==> src/rtl/pci_bar_dec_pkg.sv <==
package pci_bar_dec_pkg;

    localparam int NUM_SLOTS = 6;
    localparam int ADDR_W    = 32;
    localparam int NUM_W     = $clog2(NUM_SLOTS);

    // Kind of region held in each slot
    typedef enum logic [1:0] {
        KIND_UNUSED = 2'd0,
        KIND_IO     = 2'd1,
        KIND_MEM    = 2'd2,
        KIND_UPPER  = 2'd3
    } slot_kind_e;

    // Space enable bits of the command register
    localparam int CMD_IO_EN_BIT  = 0;
    localparam int CMD_MEM_EN_BIT = 1;

    typedef struct packed {
        logic              hit;
        logic [NUM_W-1:0]  num;
        logic [ADDR_W-1:0] offset;
    } dec_result_t;

    // True when a slot of this kind may claim a request of the given space
    function automatic logic kind_enabled(slot_kind_e kind, logic io_en,
                                          logic mem_en, logic is_io);
        case (kind)
            KIND_IO:  return io_en & is_io;
            KIND_MEM: return mem_en & ~is_io;
            default:  return 1'b0;
        endcase
    endfunction

endpackage

==> src/rtl/bar_slot_match.sv <==
module bar_slot_match
    import pci_bar_dec_pkg::*;
#(
    parameter int AW = ADDR_W
) (
    input  logic [AW-1:0] base,
    input  logic [AW-1:0] size,
    input  slot_kind_e    kind,
    input  logic          io_en,
    input  logic          mem_en,
    input  logic [AW-1:0] addr,
    input  logic          is_io,
    output logic          claim
);
    logic [AW:0] limit;
    logic        in_range;

    always_comb begin
        limit    = {1'b0, base} + {1'b0, size};
        in_range = (addr >= base) && ({1'b0, addr} < limit);
        claim    = in_range && kind_enabled(kind, io_en, mem_en, is_io);
    end
endmodule

==> src/rtl/bar_prio_pick.sv <==
module bar_prio_pick
    import pci_bar_dec_pkg::*;
#(
    parameter int NS = NUM_SLOTS,
    parameter int AW = ADDR_W,
    parameter int NW = $clog2(NS)
) (
    input  logic [NS-1:0]    claims,
    input  logic [NS*AW-1:0] bases,
    input  logic [AW-1:0]    addr,
    output logic             hit,
    output logic [NW-1:0]    num,
    output logic [AW-1:0]    offset
);
    logic [AW-1:0] sel_base;

    always_comb begin
        hit      = 1'b0;
        num      = '0;
        sel_base = '0;
        // Walk downward so the lowest claiming slot is the last one written
        for (int i = NS - 1; i >= 0; i--) begin
            if (claims[i]) begin
                hit      = 1'b1;
                num      = NW'(i);
                sel_base = bases[i*AW +: AW];
            end
        end
        offset = addr - sel_base;
    end
endmodule

==> src/rtl/range_change_pulse.sv <==
module range_change_pulse #(
    parameter int NS = 6
) (
    input  logic          clk,
    input  logic          rst,
    input  logic          cmd_wr,
    input  logic [NS-1:0] bar_wr,
    output logic          pulse
);
    always_ff @(posedge clk) begin
        if (rst) pulse <= 1'b0;
        else     pulse <= cmd_wr | (|bar_wr);
    end
endmodule

==> src/rtl/pci_bar_decoder.sv <==
module pci_bar_decoder
    import pci_bar_dec_pkg::*;
#(
    parameter int NS = NUM_SLOTS,
    parameter int AW = ADDR_W,
    parameter int NW = $clog2(NS)
) (
    input  logic             clk,
    input  logic             rst,
    input  logic [15:0]      cmd_reg,
    input  logic [NS*AW-1:0] slot_base,
    input  logic [NS*AW-1:0] slot_size,
    input  logic [NS*2-1:0]  slot_kind,
    input  logic [AW-1:0]    req_addr,
    input  logic             req_is_io,
    input  logic             cmd_wr,
    input  logic [NS-1:0]    bar_wr,
    output logic             hit,
    output logic [NW-1:0]    hit_num,
    output logic [AW-1:0]    hit_offset,
    output logic             range_update
);
    logic          io_en;
    logic          mem_en;
    logic [NS-1:0] claims;

    assign io_en  = cmd_reg[CMD_IO_EN_BIT];
    assign mem_en = cmd_reg[CMD_MEM_EN_BIT];

    for (genvar g = 0; g < NS; g++) begin : g_slot
        bar_slot_match #(.AW(AW)) u_match (
            .base  (slot_base[g*AW +: AW]),
            .size  (slot_size[g*AW +: AW]),
            .kind  (slot_kind_e'(slot_kind[g*2 +: 2])),
            .io_en (io_en),
            .mem_en(mem_en),
            .addr  (req_addr),
            .is_io (req_is_io),
            .claim (claims[g])
        );
    end

    bar_prio_pick #(.NS(NS), .AW(AW), .NW(NW)) u_pick (
        .claims(claims),
        .bases (slot_base),
        .addr  (req_addr),
        .hit   (hit),
        .num   (hit_num),
        .offset(hit_offset)
    );

    range_change_pulse #(.NS(NS)) u_pulse (
        .clk   (clk),
        .rst   (rst),
        .cmd_wr(cmd_wr),
        .bar_wr(bar_wr),
        .pulse (range_update)
    );
endmodule

==> config.mk <==
export PLATFORM = sky130hd
export DESIGN_NAME = pci_bar_decoder
export DESIGN_NICKNAME = d
export VERILOG_FILES = /design/src/rtl/pci_bar_dec_pkg.sv /design/src/rtl/bar_slot_match.sv /design/src/rtl/bar_prio_pick.sv /design/src/rtl/range_change_pulse.sv /design/src/rtl/pci_bar_decoder.sv
export SDC_FILE = /design/constraint.sdc
export NUM_CORES = 1
export LEC_CHECK = 0
export BUFFER_PORTS_ARGS = -buffer_cell sky130_fd_sc_hd__buf_2
export CORE_ASPECT_RATIO = 1.25
export CORE_MARGIN = 2
export CORE_UTILIZATION = 58
export CTS_CLUSTER_DIAMETER = 30
export DETAILED_ROUTE_END_ITERATION = 16
export PLACE_DENSITY = 0.85
export SYNTH_ARGS = -nofsm -noshare
export SYNTH_HDL_FRONTEND = slang
export SYNTH_SLANG_ARGS = --single-unit
export TNS_END_PERCENT = 30
==> constraint.sdc <==
create_clock -name clk -period 9.56 [get_ports clk]
set_input_delay 0.478 -clock clk [delete_from_list [all_inputs] [get_ports clk]]
set_output_delay 0.478 -clock clk [all_outputs]
set_load 0.02 [all_outputs]
==> key figures <==
Synth
  – Distinct cells, synth: approximately 80
  – Main flop type after synthesis: dfxtp_1
  – Area contributors post-synth: ha_1 36%, a21oi_1 6.6%, a21o_1 5.0%
  – Most common cell in the netlist: ha_1
  – Top-area cell type share of the netlist area: a little over a third
  – Most frequent cells after synthesis: 613 x ha_1, 279 x a21oi_1, 265 x inv_1, 214 x nor2_1, 145 x nand2_1
  – FFs w/ async S/R, synth: 0%
  – Post-Syn Area: between 0.02 and 0.025 mm^2
  – Cell count after synthesis: ~2,800
  – Post-synth EDFFs: 0
  – Synth Register Bits: 1
  – Synthesis Warnings: 0
  – Synth area leader: ha_1
  – Post-synthesis area per instance: ~7.4 um^2
  – Seq/Total Area, Yosys: less than 1%
  – Synth Net Count: 3,913

Route
  – Vias/cell: around 6.3
  – Residual DRC: 0
  – Routed Antenna Nets: 0
  – Via count: approximately 24,000
  – DR WL/cell: around 20 um
  – Final WL: ~78,000 um
  – 1st-iter DRT viols: around 1,700
  – Pre-Repair DR Iteration Count: 6

Floorplan
  – # IOs: between 400 and 500
  – Std-Cell Rows: 78
  – CORE AREA: around 0.036 mm^2
  – Die outline width: approximately 170 um
  – Starting density of the core: roughly three fifths
  – Die area: 0.0379 mm^2
  – Die H: between 200 and 250 um

CTS
  – Clock slew at the register clock pins of the worst setup and hold paths: 0 ns
  – CTS Hold Bufs: 0

Hold path
  – Hold Crit Class: input pin to register
  – HP Start: rst

Power
  – PwrDens: 73.7 mW/mm^2
  – Leak: 13.1 nW
  – Tot Pwr: between 1.5 and 2 mW
  – Maximum VDD drop: 0.0747 mV

STA
  – Pins Over Slew Limit: 0
  – Final Hold Vio Count: 0
  – Tmin final: 9.30 ns
  – Setup violations, final: 0
  – Rel. slew slack: 42.9%
  – Setup ws final: roughly 0.26 ns
  – Max Fclk: around 0.11 GHz
  – Fin crit share: 97.3%
  – Slew of the pin with the lowest slew margin: about 0.85 ns
  – Unrepaired setup endpoints after global routing: yes

Setup path
  – CP max stage cell: a221o_2
  – Startpoint types: input pin
  – CP endpoint kind: primary output
  – Max stage delay on crit path: between 0.5 and 0.6 ns
  – Critical path class: input pin to primary output
  – CP max FO: 5
  – Req. time, crit path: about 9.1 ns
  – Most used cell, CP: o211ai_1
  – CP startpoint: slot_base[160]
  – CP Data Arrival Time: 8.82 ns

Job
  – Max Cap Violations: 0

Placed design
  – Port Buffers: about 480
  – DP HPWL: around 67,000 um
  – Worst slack at placement: -0.289 ns
  – GPL Wtd Cong: approximately 1

Global route
  – Overall Global Routing Usage: between 30% and 40%
  – Global route overflow: 0
  – Initial antenna violation count: 22
  – First-pass GRT wire length: roughly 120,000 um
  – Vias in the first global route: roughly 23,000
  – Met1 usage: 46.0%
  – M2 GR Usage: ~67%
  – GRT Max-Usage Layer: met2
  – Largest net degree at the start of global routing: 33
  – Global-route met3 utilization: approximately 4.5%

Outcome
  – Status: complete, no violations

Layout
  – Max reg flops: 1
  – Biggest register: u_pulse.pulse
  – Largest registers: u_pulse.pulse x1
  – Filler cells: roughly 3,200
  – Layout cells sized above 1: about a fifth
  – Area Overhead vs Synth: 17.8%
  – # nets final: 4,420
## per-layer routing
layer | vias up | part of all wire, %
met2 | 1143 | 47
met4 | 20 | 5.3
met5 | - | 0.14
met3 | 285 | 6.9
met1 | 11200 | 41
li1 | 11700 | -
## worst max-delay path, delay by kind of cell
| family | cells | cell delay [ns] |
|---|---|---|
| AOI/OAI and AO/OA | 27 | 5.61 |
| adders and majority gates | 4 | 1.22 |
| and+or+nand+nor | 6 | 0.71 |
| buffers and inverters | 3 | 0.47 |
| xor gates and xnor gates | 2 | 0.32 |
## metrics by stage
step	instances	area (um^2)	setup TNS, ns	hold slack, ns	utilization, %
after global placement	3816	24400	-0.0481	0.632	67.5
after global routing	3832	24800	-0.0635	0.652	68.7
after CTS	3816	24400	0	0.640	67.6
after detailed placement	3816	24400	-0.554	0.640	67.5
final	3838	24800	0	0.641	68.8
after floorplan	2839	21100	0	0.547	-
## worst paths after layout
| kind | endpoint | slack, ns | cells after the start |
|---|---|---|---|
| worst max-delay path | hit_offset[31] | 0.26 | 42 |
| worst min-delay path | u_pulse.pulse | 0.64 | 2 |
## power breakdown
| part | switching [mW] | internal [mW] |
|---|---|---|
| registers | 0.0000414 | 0.00449 |
| logic | 1.05 | 0.778 |
| clock network | 0 | 0.000000196 |
| total | 1.05 | 0.782 |
## cells by family after synthesis
logic type / after synthesis / synth area share (%)
AO/OA/AOI/OAI: 976 / 30.7
XOR/XNOR: 196 / 8.14
adder cells (fa/ha/maj): 620 / 37.0
buffers and inverters: 305 / 5.58
flip-flops: 1 / 0.0949
multiplexers: 33 / 2.15
AND/OR/NAND/NOR: 708 / 16.3
## layout by cell type, fill, tap and decap left out, types with 29 or more instances in the layout
master	netlist	final
xor2_1	90	90
nand2_1	145	145
o21a_1	29	29
buf_2	4	473
nor2b_1	46	45
o21ai_0	137	133
nand4_1	57	57
inv_1	265	265
o21ai_1	37	36
o211ai_1	52	52
o21bai_1	30	30
nand3_1	78	76
xnor2_1	106	106
ha_1	613	610
a211oi_1	37	31
nor2_1	214	213
a21o_1	140	140
o31ai_1	49	37
a21oi_1	279	269
nor3_1	39	38
buf_4	1	66
nand2b_1	50	50
## final cells by class
cell class,count,area (um^2),share of cell area [%]
multi-input combinational,2534,20300,81.6
timing repair buffer,544,2930,11.8
inverter,265,995,4.00
tap,480,601,2.42
antenna,14,35.0,0.141
sequential,1,20.0,0.0806
## what timing repair did
item,CTS,global route
gates resized for setup,7,74
buffers inserted,0,7
pin swaps,0,43
cloned,0,1
setup endpoints to repair,4,16
Power figures use the tool's default switching activity.
